===== src/rtl/drowsy_pkg.sv =====
package drowsy_pkg;

    typedef enum logic [1:0] {
        ST_IDLE   = 2'd0,
        ST_WAKE   = 2'd1,
        ST_REFILL = 2'd2
    } ctrl_state_e;

    typedef struct packed {
        logic [31:0] awake_hits;
        logic [31:0] drowsy_hits;
        logic [31:0] misses;
        logic [31:0] wake_stalls;
    } perf_t;

    // total wake-up cycles for a drowsy line: line wake plus optional tag wake
    function automatic int wake_total(input int wake_cyc, input bit drowsy_tags);
        return wake_cyc + (drowsy_tags ? 1 : 0);
    endfunction

endpackage


===== src/rtl/drowsy_window_timer.sv =====
module drowsy_window_timer #(
    parameter int WINDOW = 4000
) (
    input  logic clk,
    input  logic rst,
    output logic sleep_pulse
);
    localparam int CW = (WINDOW > 1) ? $clog2(WINDOW) : 1;

    logic [CW-1:0] cnt;

    assign sleep_pulse = (cnt == CW'(WINDOW - 1));

    always_ff @(posedge clk) begin
        if (rst)              cnt <= '0;
        else if (sleep_pulse) cnt <= '0;
        else                  cnt <= cnt + CW'(1);
    end

    // the edge fires on a single cycle and then the window restarts
    p_single_edge_r3: assert property (@(posedge clk) disable iff (rst)
        sleep_pulse |=> !sleep_pulse);

endmodule


===== src/rtl/drowsy_state_bits.sv =====
module drowsy_state_bits #(
    parameter int NUM_LINES = 16
) (
    input  logic                          clk,
    input  logic                          rst,
    input  logic                          sleep_all,
    input  logic                          keep_en,
    input  logic [$clog2(NUM_LINES)-1:0]  keep_idx,
    input  logic                          wake_en,
    input  logic [$clog2(NUM_LINES)-1:0]  wake_idx,
    output logic [NUM_LINES-1:0]          drowsy
);
    localparam int IDX_W = $clog2(NUM_LINES);

    for (genvar i = 0; i < NUM_LINES; i++) begin : g_line
        always_ff @(posedge clk) begin
            if (rst)
                drowsy[i] <= 1'b0;
            else if (wake_en && wake_idx == IDX_W'(i))
                drowsy[i] <= 1'b0;
            else if (sleep_all && !(keep_en && keep_idx == IDX_W'(i)))
                drowsy[i] <= 1'b1;
        end
    end

    // the line under access is not put to sleep by the window edge
    p_keep_line_r7: assert property (@(posedge clk) disable iff (rst)
        (sleep_all && keep_en && !drowsy[keep_idx]) |=> !drowsy[$past(keep_idx)]);

    // an edge with no access in flight puts every line to sleep
    p_sleep_all_r3: assert property (@(posedge clk) disable iff (rst)
        (sleep_all && !keep_en) |=> (&drowsy));

    // a finished wake-up leaves the line awake
    p_woken_awake_r9: assert property (@(posedge clk) disable iff (rst)
        wake_en |=> !drowsy[$past(wake_idx)]);

endmodule


===== src/rtl/drowsy_line_store.sv =====
module drowsy_line_store #(
    parameter int NUM_LINES = 16,
    parameter int TAG_W     = 12,
    parameter int DATA_W    = 32
) (
    input  logic                          clk,
    input  logic                          rst,
    input  logic [$clog2(NUM_LINES)-1:0]  rd_idx,
    output logic                          rd_valid,
    output logic [TAG_W-1:0]              rd_tag,
    output logic [DATA_W-1:0]             rd_data,
    input  logic                          wr_en,
    input  logic [$clog2(NUM_LINES)-1:0]  wr_idx,
    input  logic [TAG_W-1:0]              wr_tag,
    input  logic [DATA_W-1:0]             wr_data
);
    logic [NUM_LINES-1:0] valid_q;
    logic [TAG_W-1:0]     tag_q  [NUM_LINES];
    logic [DATA_W-1:0]    data_q [NUM_LINES];

    always_ff @(posedge clk) begin
        if (rst)        valid_q <= '0;
        else if (wr_en) valid_q[wr_idx] <= 1'b1;
    end

    always_ff @(posedge clk) begin
        if (wr_en) begin
            tag_q[wr_idx]  <= wr_tag;
            data_q[wr_idx] <= wr_data;
        end
    end

    assign rd_valid = valid_q[rd_idx];
    assign rd_tag   = tag_q[rd_idx];
    assign rd_data  = data_q[rd_idx];

    // a write leaves the written tag and data readable at that index
    p_store_write_r8: assert property (@(posedge clk) disable iff (rst)
        wr_en |=> (valid_q[$past(wr_idx)] && tag_q[$past(wr_idx)] == $past(wr_tag)
                   && data_q[$past(wr_idx)] == $past(wr_data)));

endmodule


===== src/rtl/drowsy_perf_ctr.sv =====
module drowsy_perf_ctr (
    input  logic              clk,
    input  logic              rst,
    input  logic              inc_awake,
    input  logic              inc_drowsy,
    input  logic              inc_miss,
    input  logic              inc_stall,
    output drowsy_pkg::perf_t perf
);
    always_ff @(posedge clk) begin
        if (rst) begin
            perf <= '0;
        end else begin
            if (inc_awake)  perf.awake_hits  <= perf.awake_hits  + 32'd1;
            if (inc_drowsy) perf.drowsy_hits <= perf.drowsy_hits + 32'd1;
            if (inc_miss)   perf.misses      <= perf.misses      + 32'd1;
            if (inc_stall)  perf.wake_stalls <= perf.wake_stalls + 32'd1;
        end
    end

    // one access is classified into at most one class
    p_one_class_r10: assert property (@(posedge clk) disable iff (rst)
        $onehot0({inc_awake, inc_drowsy, inc_miss}));

endmodule


===== src/rtl/drowsy_cache_ctrl.sv =====
module drowsy_cache_ctrl #(
    parameter int NUM_LINES   = 16,
    parameter int ADDR_W      = 16,
    parameter int DATA_W      = 32,
    parameter int WINDOW      = 4000,
    parameter int WAKE_CYC    = 1,
    parameter bit DROWSY_TAGS = 1'b0
) (
    input  logic              clk,
    input  logic              rst,
    input  logic              req_valid,
    output logic              req_ready,
    input  logic              req_we,
    input  logic [ADDR_W-1:0] req_addr,
    input  logic [DATA_W-1:0] req_wdata,
    output logic              rsp_valid,
    output logic [DATA_W-1:0] rsp_rdata,
    output logic              mem_req_valid,
    output logic              mem_req_we,
    output logic [ADDR_W-1:0] mem_req_addr,
    output logic [DATA_W-1:0] mem_req_wdata,
    input  logic              mem_rsp_valid,
    input  logic [DATA_W-1:0] mem_rsp_rdata,
    output logic [31:0]       perf_awake_hits,
    output logic [31:0]       perf_drowsy_hits,
    output logic [31:0]       perf_misses,
    output logic [31:0]       perf_wake_stalls
);
    import drowsy_pkg::*;

    localparam int IDX_W      = $clog2(NUM_LINES);
    localparam int TAG_W      = ADDR_W - IDX_W;
    localparam int WAKE_TOTAL = wake_total(WAKE_CYC, DROWSY_TAGS);
    localparam int WC_W       = $clog2(WAKE_TOTAL + 1);

    typedef struct packed {
        logic              we;
        logic [ADDR_W-1:0] addr;
        logic [DATA_W-1:0] wdata;
    } access_t;

    ctrl_state_e    state;
    access_t        cur, act;
    logic [WC_W-1:0] wcnt;

    logic              accept, wake_last, do_access, hit, drowsy_now, sleep_pulse;
    logic [IDX_W-1:0]  lk_idx;
    logic [TAG_W-1:0]  lk_tag;
    logic              rd_valid;
    logic [TAG_W-1:0]  rd_tag;
    logic [DATA_W-1:0] rd_data;
    logic              st_wr_en;
    logic [DATA_W-1:0] st_wr_data;
    logic [NUM_LINES-1:0] drowsy_q;
    perf_t             perf;

    // ---- lookup path: request in idle, captured access otherwise ----
    assign req_ready = (state == ST_IDLE);
    assign accept    = req_valid && req_ready;
    assign act       = (state == ST_IDLE) ? '{we: req_we, addr: req_addr, wdata: req_wdata} : cur;
    assign lk_idx    = act.addr[IDX_W-1:0];
    assign lk_tag    = act.addr[ADDR_W-1:IDX_W];
    assign hit       = rd_valid && (rd_tag == lk_tag);
    assign drowsy_now = drowsy_q[lk_idx];

    assign wake_last = (state == ST_WAKE) && (wcnt == WC_W'(WAKE_TOTAL - 1));
    assign do_access = (accept && !drowsy_now) || wake_last;

    assign st_wr_en   = (do_access && act.we) || (state == ST_REFILL && mem_rsp_valid);
    assign st_wr_data = (state == ST_REFILL) ? mem_rsp_rdata : act.wdata;

    // ---- sequencing ----
    always_ff @(posedge clk) begin
        if (rst) begin
            state         <= ST_IDLE;
            wcnt          <= '0;
            cur           <= '0;
            rsp_valid     <= 1'b0;
            rsp_rdata     <= '0;
            mem_req_valid <= 1'b0;
            mem_req_we    <= 1'b0;
            mem_req_addr  <= '0;
            mem_req_wdata <= '0;
        end else begin
            rsp_valid     <= 1'b0;
            mem_req_valid <= 1'b0;
            unique case (state)
                ST_IDLE: begin
                    if (accept) begin
                        cur <= act;
                        if (drowsy_now) begin
                            state <= ST_WAKE;
                            wcnt  <= '0;
                        end
                    end
                end
                ST_WAKE: wcnt <= wcnt + WC_W'(1);
                ST_REFILL: begin
                    if (mem_rsp_valid) begin
                        rsp_valid <= 1'b1;
                        rsp_rdata <= mem_rsp_rdata;
                        state     <= ST_IDLE;
                    end
                end
                default: state <= ST_IDLE;
            endcase
            if (do_access) begin
                if (act.we) begin
                    mem_req_valid <= 1'b1;
                    mem_req_we    <= 1'b1;
                    mem_req_addr  <= act.addr;
                    mem_req_wdata <= act.wdata;
                    state         <= ST_IDLE;
                end else if (hit) begin
                    rsp_valid <= 1'b1;
                    rsp_rdata <= rd_data;
                    state     <= ST_IDLE;
                end else begin
                    mem_req_valid <= 1'b1;
                    mem_req_we    <= 1'b0;
                    mem_req_addr  <= act.addr;
                    state         <= ST_REFILL;
                end
            end
        end
    end

    // ---- sub-blocks ----
    drowsy_window_timer #(.WINDOW(WINDOW)) u_timer (
        .clk(clk), .rst(rst), .sleep_pulse(sleep_pulse)
    );

    drowsy_state_bits #(.NUM_LINES(NUM_LINES)) u_bits (
        .clk(clk), .rst(rst),
        .sleep_all(sleep_pulse),
        .keep_en(accept || state != ST_IDLE),
        .keep_idx(lk_idx),
        .wake_en(wake_last),
        .wake_idx(lk_idx),
        .drowsy(drowsy_q)
    );

    drowsy_line_store #(.NUM_LINES(NUM_LINES), .TAG_W(TAG_W), .DATA_W(DATA_W)) u_store (
        .clk(clk), .rst(rst),
        .rd_idx(lk_idx), .rd_valid(rd_valid), .rd_tag(rd_tag), .rd_data(rd_data),
        .wr_en(st_wr_en), .wr_idx(lk_idx), .wr_tag(lk_tag), .wr_data(st_wr_data)
    );

    drowsy_perf_ctr u_perf (
        .clk(clk), .rst(rst),
        .inc_awake(accept && hit && !drowsy_now),
        .inc_drowsy(accept && hit && drowsy_now),
        .inc_miss(accept && !hit),
        .inc_stall(state == ST_WAKE),
        .perf(perf)
    );

    assign perf_awake_hits  = perf.awake_hits;
    assign perf_drowsy_hits = perf.drowsy_hits;
    assign perf_misses      = perf.misses;
    assign perf_wake_stalls = perf.wake_stalls;

    // ---- assertions ----
    // awake read hit answers next cycle with the stored word, port stays open
    p_awake_hit_next_r2: assert property (@(posedge clk) disable iff (rst)
        (accept && !req_we && hit && !drowsy_now) |=>
        (rsp_valid && req_ready && rsp_rdata == $past(rd_data)));

    // accepting on a drowsy line produces neither a response nor a memory request yet
    p_drowsy_stall_r4: assert property (@(posedge clk) disable iff (rst)
        (accept && drowsy_now) |=> (!rsp_valid && !mem_req_valid && !req_ready));

    // a woken hit is served from the retained line, never refetched
    p_no_refetch_r4: assert property (@(posedge clk) disable iff (rst)
        (wake_last && hit && !cur.we) |=> (rsp_valid && !mem_req_valid));

    // refill data is forwarded one cycle after memory returns it
    p_refill_fwd_r5: assert property (@(posedge clk) disable iff (rst)
        (state == ST_REFILL && mem_rsp_valid) |=>
        (rsp_valid && rsp_rdata == $past(mem_rsp_rdata)));

    // an awake write is passed through to memory the next cycle
    p_write_through_r6: assert property (@(posedge clk) disable iff (rst)
        (accept && req_we && !drowsy_now) |=>
        (mem_req_valid && mem_req_we && mem_req_addr == $past(req_addr)
         && mem_req_wdata == $past(req_wdata)));

    // the wake counter never runs past its configured length
    p_wake_bound_r4: assert property (@(posedge clk) disable iff (rst)
        (state == ST_WAKE) |-> (wcnt < WC_W'(WAKE_TOTAL)));

endmodule


===== config.mk =====
export PLATFORM = sky130hd
export DESIGN_NAME = drowsy_cache_ctrl
export DESIGN_NICKNAME = d
export VERILOG_FILES = /design/src/rtl/drowsy_pkg.sv /design/src/rtl/drowsy_window_timer.sv /design/src/rtl/drowsy_state_bits.sv /design/src/rtl/drowsy_line_store.sv /design/src/rtl/drowsy_perf_ctr.sv /design/src/rtl/drowsy_cache_ctrl.sv
export SDC_FILE = /design/constraint.sdc
export NUM_CORES = 1
export LEC_CHECK = 0
export ABC_AREA = 1
export BUFFER_PORTS_ARGS = -buffer_cell sky130_fd_sc_hd__buf_2
export CAP_MARGIN = 20
export CELL_PAD_IN_SITES_DETAIL_PLACEMENT = 0
export CELL_PAD_IN_SITES_GLOBAL_PLACEMENT = 1
export CORE_MARGIN = 5
export CORE_UTILIZATION = 30
export CTS_BUF_LIST = sky130_fd_sc_hd__clkbuf_4
export DETAILED_ROUTE_END_ITERATION = 8
export PLACE_DENSITY_LB_ADDON = 0.1
export SYNTH_ARGS = -nofsm -noshare
export SYNTH_HDL_FRONTEND = slang
export SYNTH_SLANG_ARGS = --single-unit

===== constraint.sdc =====
create_clock -name clk -period 3.6 [get_ports clk]
set_clock_uncertainty 0.1 [all_clocks]
set_input_delay 0.54 -clock clk [delete_from_list [all_inputs] [get_ports clk]]
set_output_delay 0.54 -clock clk [all_outputs]
set_load 0.02 [all_outputs]

* Word level (Yosys, flattened, before mapping)
Memories as Yosys holds them, arrays and structs flattened. Cells that the tools add are included. Widths: inputs -> output; s select.
Storage, ports and cells: flip-flop bits (word level) 307, RAM bits 704, input port bits 85, memories 2
Cells by class: add/subtract/negate cells 6, $lt $le $gt $ge 2, equality and inequality tests 26, mux-type cells 36, bitwise logic cells 3, reductions and logical operators 107
Memories:
- u_store.data_q | words 16, width 32, rd ports 1, clocked after memory_dff 0, write ports 1, RTL line drowsy_line_store.sv:19 | logic [DATA_W-1:0] data_q [NUM_LINES];
- u_store.tag_q | words 16, width 12, rd ports 1, clocked after memory_dff 0, write ports 1, RTL line drowsy_line_store.sv:18 | logic [TAG_W-1:0] tag_q [NUM_LINES];
Operators by type and width (count):
- $mux 32 | 6
- $add 32x1->32 const B | 4
- $logic_and 1x1->1 | 59
- $mux 49 | 1
- $reduce_or 2->1 | 18
- $eq 4x4->1 const B | 8
- $mux 16 | 2
- $logic_not 1->1 | 18
- $eq 4x3->1 const B | 4
- $mux 1 | 16
- $or 16x16->16 | 1
- $add 12x1->12 const B | 1
- $eq 12x12->1 | 1
- $eq 12x12->1 const B | 1
- $mux 2 | 6
- $bmux 1 s4 | 2
- $eq 4x2->1 const B | 2
- $ne 3x1->1 const B | 2
- $pmux 2 s3 | 1
- $reduce_and 2->1 | 3
- $lt 4x5->1 const B | 1
- $demux 1 s4 | 1
- $eq 4x1->1 const B | 1
- $ge 4x1->1 const B | 1
- 14 further kinds | 20

* Longest topological paths before layout
Gate-level depths: netlist of the first run.
depth in word-level cells 11, depth in mapped cells 25

* By module
From an unflattened synthesis of the first run, not the netlist that was laid out.
Second synthesis, totals: cell total of the unflattened synthesis 5311, area, all modules 46250.6 um^2
By module, submodules not included:
- drowsy_line_store | instances 1, cells each 2963, area each 30737.0 um^2, sequential area each 21460.6 um^2
- drowsy_cache_ctrl | instances 1, cells each 1070, area each 7186.9 um^2, sequential area each 2702.6 um^2
- drowsy_perf_ctr | instances 1, cells each 1070, area each 6810.3 um^2, sequential area each 2562.5 um^2
- drowsy_state_bits | instances 1, cells each 127, area each 832.0 um^2, sequential area each 320.3 um^2
- drowsy_window_timer | instances 1, cells each 81, area each 684.4 um^2, sequential area each 240.2 um^2

* Worst setup path before layout of the first run
OpenSTA, ideal clock, no wires.
path kind input to register, start point input req_addr[0], end point memory u_store.data_q[13][0] (enable), library setup time 0.398 ns, arrival 3.267 ns, data required time 3.102 ns, slack -0.165 ns, stages 13, buffers on the path 5, path through inv_1 > nand2_1 > nand2_2 > buf_2 > nor2_1 > buf_2 > buf_2 > buf_2 > buf_2 > inv_1 > nor2_1 > nand2_1 > inv_1
Between the ends: word-level cells in the longest chain between the ends 10
Ends and longest elaborated chain:
- start, declared | RTL line drowsy_cache_ctrl.sv:14 | input logic [ADDR_W-1:0] req_addr,
- $mux 49 (*) | RTL line drowsy_cache_ctrl.sv:60 | assign act = (state == ST_IDLE) ? '{we: req_we, addr: req_addr, wdata: req_wdata} : cur;
- $bmux 1 s4 | RTL line drowsy_cache_ctrl.sv:64 | assign drowsy_now = drowsy_q[lk_idx];
- $mux 1 (implied by the code) | RTL line drowsy_cache_ctrl.sv:64
- $logic_not 1->1 | RTL line drowsy_cache_ctrl.sv:67 | assign do_access = (accept && !drowsy_now) || wake_last;
- $logic_and 1x1->1 | RTL line drowsy_cache_ctrl.sv:67
- $logic_or 1x1->1 | RTL line drowsy_cache_ctrl.sv:67
- $logic_and 1x1->1 | RTL line drowsy_cache_ctrl.sv:69 | assign st_wr_en = (do_access && act.we) || (state == ST_REFILL && mem_rsp_valid);
- $logic_or 1x1->1 | RTL line drowsy_cache_ctrl.sv:69
- $mux 1 | RTL line drowsy_line_store.sv:27 | if (wr_en) begin
- $mux 1 (implied by the code) | RTL line drowsy_line_store.sv:29 | data_q[wr_idx] <= wr_data;
- end, declared | RTL line drowsy_line_store.sv:19
Every way passes the cells marked *; elsewhere a longest branch is shown, timed or not. The select of a mux whose other input is x is not followed.

* Worst setup path in the final report of the first run
start point register state[1], end point register rsp_rdata[11]
Between the ends: word-level cells in the longest chain between the ends 8, elaborated cells between the ends (all ways) 21
Ends and longest elaborated chain:
- start, declared | RTL line drowsy_cache_ctrl.sv:42 | ctrl_state_e state;
- start signal, assigned | RTL line drowsy_cache_ctrl.sv:75 | state <= ST_IDLE;
- start signal, assigned | RTL line drowsy_cache_ctrl.sv:92 | state <= ST_WAKE;
- start signal, assigned | RTL line drowsy_cache_ctrl.sv:102 | state <= ST_IDLE;
- $logic_not 2->1 | RTL line drowsy_cache_ctrl.sv:58, drowsy_cache_ctrl.sv:60
- $mux 49 | RTL line drowsy_cache_ctrl.sv:60
- $mem_v2 16x12 (tied with other cells)
- $eq 12x12->1 (tied with other cells) | RTL line drowsy_cache_ctrl.sv:63 | assign hit = rd_valid && (rd_tag == lk_tag);
- $logic_and 1x1->1 or $logic_not 1->1 (tied branches) | RTL line drowsy_cache_ctrl.sv:63, drowsy_cache_ctrl.sv:67
- $mux 32 or $logic_and 1x1->1 (tied branches) | RTL line drowsy_cache_ctrl.sv:114, drowsy_cache_ctrl.sv:67
- $mux 32 or $logic_or 1x1->1 (tied branches) | RTL line drowsy_cache_ctrl.sv:108, drowsy_cache_ctrl.sv:67
- $mux 32 (*) | RTL line drowsy_cache_ctrl.sv:107 | if (do_access) begin
- end signal, assigned | RTL line drowsy_cache_ctrl.sv:101 | rsp_rdata <= mem_rsp_rdata;
- end signal, assigned | RTL line drowsy_cache_ctrl.sv:116 | rsp_rdata <= rd_data;
- end, declared | RTL line drowsy_cache_ctrl.sv:17 | output logic [DATA_W-1:0] rsp_rdata,
Marked as above. A chain may end at the register's enable or synchronous reset.

==> metrics.yaml, run 1 <==
critical_path:
  crit_family: "simple AND/OR/NAND/NOR gates"
  slowest_delay_ns: 0.37
  regToRegSetupSlack_ns: 0.20
  crit_arrival_ns: 4.37
  path_buf_inv: 5
  critPathRequiredTime_ns: 4.58
  critPathKind: "flip-flop to flip-flop"
  cp-end-kind: "flip-flop"
  crit_path_start_kind: "flip-flop"
  worstPathCellList: "inv_1, nand2_4, nand2_2, nand2_4, buf_12, buf_12, nand2_1, o21ai_1, nand2_1, nand2_1, nand2_1, nand2_1, nor2_1, nor2_1, nor2_1, nand3_1, nor2_4, nand2_4, buf_12, buf_4, o21ai_1, a21oi_1"
  crit_fanout: 25
  slowest_stage: "dfxtp_4"
  cpMostUsedCell: "nand2_1"
layout:
  final_common_cell: "nand2_1"
  mostFrequentLayoutCells: "nand2_1, edfxtp_1, clkbuf_4"
  drive_gt1_frac: 0.2133
  final_util: 0.3785
  syn_to_final_growth_pct: 25.78
  nets: 5112
yosys:
  async_flop_share: 0
  synth_edf_count: 704
  syn-cell-area_sq_mm: 0.04251
  yosysUniqueCellTypes: 45
  ys_seq_area_frac: 0.6419
  synthCells: 4258
  synth_seq_cells: 1011
  synth_ff_type: "edfxtp_1"
  avgSynthCellArea_sq_um: 9.983
  yosys_warnings: 0
  synthesis.nets: 4348
clock_network:
  clockRootBuffer: "clkbuf_4"
  path_clk_slew_ns: 0.06
  cts-buffers-inserted: 312
  cts_sinks: 1011
  clk_path_buf_depth: 4
  insertion_delay_ns: 1.25
  cts_htree_levels: 5
  cts_tree: "yes"
sta:
  tns_ns: 0
  fin_crit_sh: 0.9437
  worst_slack_ns: 0.2026
  hold_violations: 0
  setup_violations: 0
  worstMarginPinSlew_ns: 0.8311
  rsz0062_at_grt: "false"
  drv_slew: 0
  period_minus_slack_ns: 3.397
  slew_headroom: 0.4459
  fmax_ghz: 0.2943
floorplan:
  dieArea_sq_mm: 0.1493
  initial_utilization: 0.3010
  core_sq_mm: 0.1412
  ios: 297
  die_height_um: 386.4
  num_rows: 138
  fp.dieW_um: 386.4
place:
  io_buffers: 296
  place.gp.congestion: 0.7933
  dp_hpwl_mm: 94.98
  dp_slack_ns: -0.2221
detailed_routing:
  drt_iter0_markers: 2112
  drtAntennaViolNets: 0
  wl_mm: 150.1
  drcViolationCount: 0
  vias: 33280
  drt-vias-per-instance: 4.669
  wire_per_inst_um: 21.07
  first_pass_iters: 5
power:
  p_leak_nw: 21.65
  p_per_area_mw_per_mm2: 504.4
  irDropWorstVdd_mv: 0.2480
global_routing:
  grt_pass1_wl_mm: 223.1
  grt_max_degree: 128
  gr-total-overflow: 0
  grt_pass1_vias: 33690
  grt_usage: 0.1963
  antenna_found_initial: 6
job:
  drv_cap: 0
hold_path:
  hold_class: "primary input to flip-flop"
run_status:
  outcome: "finished, final reports clean"
==> worst paths after layout <==
| kind | from | to | depth (start not counted) |
|---|---|---|---|
| hold / removal | mem_rsp_rdata[7] | rsp_rdata[7]$_SDFF_PP0_ | 4 |
| setup / recovery | state[1]$_SDFFE_PP0P_ | rsp_rdata[11]$_SDFF_PP0_ | 22 |
| setup reg to reg | state[1]$_SDFFE_PP0P_ | rsp_rdata[11]$_SDFF_PP0_ | 22 |
| hold reg to reg | u_timer.cnt[0]$_SDFF_PP0_ | u_timer.cnt[0]$_SDFF_PP0_ | 1 |
==> routing by layer <==
metal	track usage	part of all wire	up-vias
met5	0	0.000087	-
met4	0.04753	0.015	2
met3	0.04292	0.049	161
met2	0.3163	0.46	831
met1	0.2704	0.47	16000
li1	-	-	16280
==> through the flow <==
step | hold WS (ns) | total power [mW] | std cells | instance area, sq um
6_report | 0.1189 | 26.97 | 7127 | 53470
5_1_grt | 0.03335 | 28.49 | 7125 | 53460
2_1_floorplan | 0.3175 | 14.75 | 4258 | 42560
3_5_place_dp | 0.3459 | 16.12 | 6471 | 48340
3_3_place_gp | 0.3376 | 16.12 | 6471 | 48340
4_1_cts | 0.000005440 | 27.47 | 7116 | 53380
==> worst min-delay path: cells and delay by family <==
kind | cells | cell delay [ns]
muxes | 1 | 0.06
buffers and inverters | 2 | 0.68
AOI/OAI and AO/OA | 1 | 0.12
==> cell type report <==
| cell class | instances | area, sq um |
|---|---|---|
| Fill cell | 14460 | 87780 |
| Sequential cell | 1011 | 27290 |
| Multi-Input combinational cell | 2579 | 12710 |
| Timing Repair Buffer | 659 | 5523 |
| Clock buffer | 471 | 3536 |
| Tap cell | 1890 | 2365 |
| Inverter | 459 | 1790 |
| Clock inverter | 49 | 220.2 |
| Antenna cell | 9 | 22.52 |
==> cell usage after synthesis (4+ instances only) <==
| library cell | instances | area share |
|---|---|---|
| xnor2_1 | 6 | 0.0012 |
| a211oi_1 | 33 | 0.0058 |
| ha_1 | 5 | 0.0015 |
| or3_1 | 27 | 0.0040 |
| nor3_1 | 47 | 0.0055 |
| xor2_1 | 27 | 0.0056 |
| a21oi_1 | 290 | 0.034 |
| buf_2 | 68 | 0.0080 |
| edfxtp_1 | 704 | 0.50 |
| nor2_1 | 311 | 0.027 |
| nand2_1 | 1049 | 0.093 |
| inv_2 | 8 | 0.00071 |
| nand4_1 | 48 | 0.0071 |
| or2_2 | 29 | 0.0043 |
| o21a_1 | 4 | 0.00071 |
| a22oi_1 | 264 | 0.047 |
| buf_4 | 8 | 0.0014 |
| nor2_2 | 4 | 0.00059 |
| mux2i_1 | 32 | 0.0075 |
| dfxtp_1 | 307 | 0.14 |
| nand3b_1 | 18 | 0.0032 |
| nor4_1 | 15 | 0.0022 |
| o21ai_0 | 184 | 0.022 |
| o21ai_1 | 40 | 0.0047 |
| nand3_1 | 118 | 0.014 |
| clkbuf_1 | 112 | 0.0099 |
| buf_1 | 20 | 0.0018 |
| inv_1 | 450 | 0.040 |
==> flip-flops by register name (all words and copies together) (netlist names) <==
name	flops
u_bits.drowsy	16
u_store.valid_q	16
cur	49
mem_req_addr	16
rsp_valid	1
u_store.data_q	512
u_store.tag_q	192
state	2
mem_req_valid	1
mem_req_we	1
u_perf.perf	128
u_timer.cnt	12
rsp_rdata	32
wcnt	1
mem_req_wdata	32
==> what timing repair did <==
| item | CTS | global route |
|---|---|---|
| hold buffers | 124 | 0 |
| cloned | 0 | 1 |
| endpoints found under the hold margin | 1010 | 0 |
| pin swaps | 0 | 2 |
| resized for setup | 4 | 22 |
| setup buffers | 1 | 1 |
| endpoints found under the setup margin | 502 | 646 |
==> kinds of logic (layout without fill, tap and decap cells) <==
family | Yosys count | count (layout) | share of synthesized area
AO/OA/AOI/OAI | 822 | 822 | 0.1149
XOR/XNOR | 33 | 33 | 0.006799
adder cells (fa/ha/maj) | 5 | 5 | 0.001472
buffers and inverters | 669 | 1638 | 0.06214
flip-flops | 1011 | 1011 | 0.6419
multiplexers | 32 | 32 | 0.007535
other | 0 | 9 | 0
AND/OR/NAND/NOR | 1686 | 1687 | 0.1652
==> report_power, final <==
group	total (mW)	internal [mW]	switching [mW]	leakage, nW
clock network	11.0	5.97	5.04	2.29
logic	3.03	0.975	2.06	10.5
registers	12.9	12.8	0.0931	8.87
Note: power is estimated with default switching activity, not from simulation.
==> run 2: changes to the inputs <==
CTS_BUF_LIST = not set   (was sky130_fd_sc_hd__clkbuf_4)
REMOVE_ABC_BUFFERS = 1   (was not set)
==> metrics.yaml, run 2 (same netlist as run 1, synthesis figures left out) <==
layout:
  nets: 4862  # -4.9%
  reg.largest.list: "u_store.data_q x512, u_store.tag_q x192, u_perf.perf x128"
  syn_to_final_growth_pct: 24.86
  final_common_cell: "nand2_1"
  drive_gt1_frac: 0.1745  # -0.03881
  fillers: 14350  # -0.77%
  antenna_cells: 0  # -9
  mostFrequentLayoutCells: "nand2_1, edfxtp_1, inv_1"
  largest_register_ffs: 512  # unchanged
  multi_input_area_sq_mm: 0.01275  # +0.26%
  regMostFlops: "u_store.data_q"
  seqCellArea_sq_mm: 0.02729  # about the same
detailed_routing:
  drt_iter0_markers: 1938  # -8.2%
  drt-vias-per-instance: 4.722  # +1.1%
  vias: 31930  # -4.0%
  wire_per_inst_um: 21.13  # +0.31%
  first_pass_iters: 5  # unchanged
  wl_mm: 142.9  # -4.8%
  drcViolationCount: 0  # unchanged
  drtAntennaViolNets: 0  # unchanged
clock_network:
  cts_sinks: 1011  # unchanged
  insertion_delay_ns: 0.74  # -0.51 ns
  path_clk_slew_ns: 0.06  # about the same
  clk_path_buf_depth: 3  # -1
  cts-buffers-inserted: 116  # -63%
  cts_htree_levels: 3  # -2
  clockRootBuffer: "clkbuf_16"
  cts_tree: "yes"
floorplan:
  dieArea_sq_mm: 0.1493  # unchanged
  die_height_um: 386.4  # unchanged
  fp.dieW_um: 386.4  # unchanged
  ios: 297  # unchanged
  initial_utilization: 0.3010  # unchanged
  num_rows: 138  # unchanged
  core_sq_mm: 0.1412  # unchanged
job:
  drv_cap: 0  # unchanged
sta:
  fmax_ghz: 0.2971  # +0.94%
  fin_crit_sh: 0.9350  # -0.008767
  whs_ns: 0.07288  # -0.04606 ns
  drv_slew: 0  # unchanged
  tns_ns: 0  # unchanged
  setup_violations: 0  # unchanged
  worst_slack_ns: 0.2341  # +0.03156 ns
  period_minus_slack_ns: 3.366  # -0.03156 ns
  slew_headroom: 0.4598  # +0.01386
  hold_violations: 0  # unchanged
  worstMarginPinSlew_ns: 0.8103  # -0.02079 ns
critical_path:
  critPathKind: "flip-flop to flip-flop"
  slowest_stage: "or3_1"
  crit_arrival_ns: 3.89  # -0.48 ns
  path_buf_inv: 6  # +1
  regToRegStartpoint: "state[1]$_SDFFE_PP0P_"
  crit_fanout: 37  # +48%
  worstRegToRegCells: 16  # -27%
  r2r_end: "rsp_rdata[7]$_SDFF_PP0_"
  cp-end-kind: "flip-flop"
  slowest_delay_ns: 0.37  # about the same
  crit_path_start_kind: "flip-flop"
  critPathRequiredTime_ns: 4.12  # -0.46 ns
  crit_family: "simple AND/OR/NAND/NOR gates"
  regToRegSetupSlack_ns: 0.23  # +0.03 ns
  worstPathCellList: "nor2_4, buf_6, nand2_2, nand2_8, buf_6, clkbuf_16, nor2_4, buf_4, buf_12, a22oi_1, a21oi_1, or2_2, or3_1, o21ai_0, buf_4, a21oi_1"
global_routing:
  grt_max_degree: 128  # unchanged
  grt_usage: 0.1835  # -0.01279
  grt_pass1_vias: 31480  # -6.6%
  gr-total-overflow: 0  # unchanged
  grt_pass1_wl_mm: 209.7  # -6.0%
  antenna_found_initial: 4  # -2
power:
  p_per_area_mw_per_mm2: 527.1  # +4.5%
  irDropWorstVdd_mv: 0.4120  # +66%
  p_leak_nw: 21.24  # -1.9%
place:
  io_buffers: 296  # unchanged
  dp_slack_ns: -0.1334  # +0.08877 ns
  place.gp.congestion: 0.7767  # -2.1%
  dp_hpwl_mm: 88.68  # -6.6%
hold_path:
  min-delay-start: "req_wdata[17]"
  min_path_cells: 5  # +1
  hold_class: "primary input to flip-flop"
  whs_endpoint: "cur[17]$_SDFFE_PP0P_"
run_status:
  outcome: "finished, final reports clean"
==> run 2: changes by cell type in the layout (fill, tap and decap cells not counted), sizes merged <==
cell and change:
nor2 -1, diode -9, inv +14, clkinvlp -8, buf +31, clkbuf -313, clkinv +3, bufinv +9
dlygate4sd3 -91
==> run 2: how the worst max path moves through the flow <==
stage | start | endpoint | cells after the start
2_1_floorplan | state[1]$_SDFFE_PP0P_ | rsp_rdata[3]$_SDFF_PP0_ | 17
3_3_place_gp | state[0]$_SDFFE_PP0P_ | mem_req_addr[3]$_SDFFE_PP0P_ | 22
3_5_place_dp | state[0]$_SDFFE_PP0P_ | mem_req_addr[3]$_SDFFE_PP0P_ | 22
4_1_cts | state[0]$_SDFFE_PP0P_ | u_perf.perf[103]$_SDFFE_PP0P_ | 22
5_1_grt | state[1]$_SDFFE_PP0P_ | u_perf.perf[68]$_SDFFE_PP0P_ | 27
6_report | state[1]$_SDFFE_PP0P_ | rsp_rdata[7]$_SDFF_PP0_ | 16
==> run 2: routing by layer <==
layer  routed length, um  vias to the layer above  part of all wire  GRT usage
li1                    -                    15570                 -          -
met1               66360                    15640              0.46     0.2508
met2               68670                      540              0.48     0.3099
met3                4478                      174             0.031    0.02388
met4                3380                        0             0.024    0.04523
met5                   0                        -                 0          0
==> run 2: what timing repair did <==
action / 4_1_cts / 5_1_grt
buffers inserted: 3 / 12
pin swaps: 1 / 7
endpoints found under the hold margin: 35 / 0
cloned: 0 / 9
hold buffers: 33 / 0
gates resized for setup: 4 / 36
setup endpoints to repair: 100 / 214
==> run 2: where the power goes <==
| group | internal (mW) | switching (mW) |
|---|---|---|
| Clock | 7.00 | 5.05 |
| Combinational | 0.973 | 2.03 |
| Sequential | 12.8 | 0.0815 |
| Total | 20.8 | 7.17 |
==> run 2: cell type report <==
cell class | count | area share
Tap cell | 1890 | 0.04455
Inverter | 459 | 0.03267
Sequential cell | 1011 | 0.5141
Clock buffer | 151 | 0.06042
Multi-Input combinational cell | 2578 | 0.2402
Timing Repair Buffer | 606 | 0.09500
Clock inverter | 67 | 0.01304
==> run 2: stage by stage <==
stage | instances | util | area (sq um) | power, mW
4_1_cts | 6741 | 0.3728 | 52650 | 28.34
3_5_place_dp | 6487 | 0.3426 | 48390 | 16.09
5_1_grt | 6762 | 0.3758 | 53080 | 29.15
3_3_place_gp | 6487 | 0.3426 | 48390 | 16.09
6_report | 6762 | 0.3758 | 53080 | 27.98
2_1_floorplan | 4048 | - | 41590 | 14.69
==> run 2: worst register-to-register path, stage by stage, from the launching register on <==
cell and delay (ns):
dfxtp_2 0.34, nor2_4 0.27, buf_6 0.16, nand2_2 0.09, nand2_8 0.13, buf_6 0.13, clkbuf_16 0.16, nor2_4 0.07
buf_4 0.25, buf_12 0.28, a22oi_1 0.20, a21oi_1 0.08, or2_2 0.29, or3_1 0.37, o21ai_0 0.18, buf_4 0.12
a21oi_1 0.03
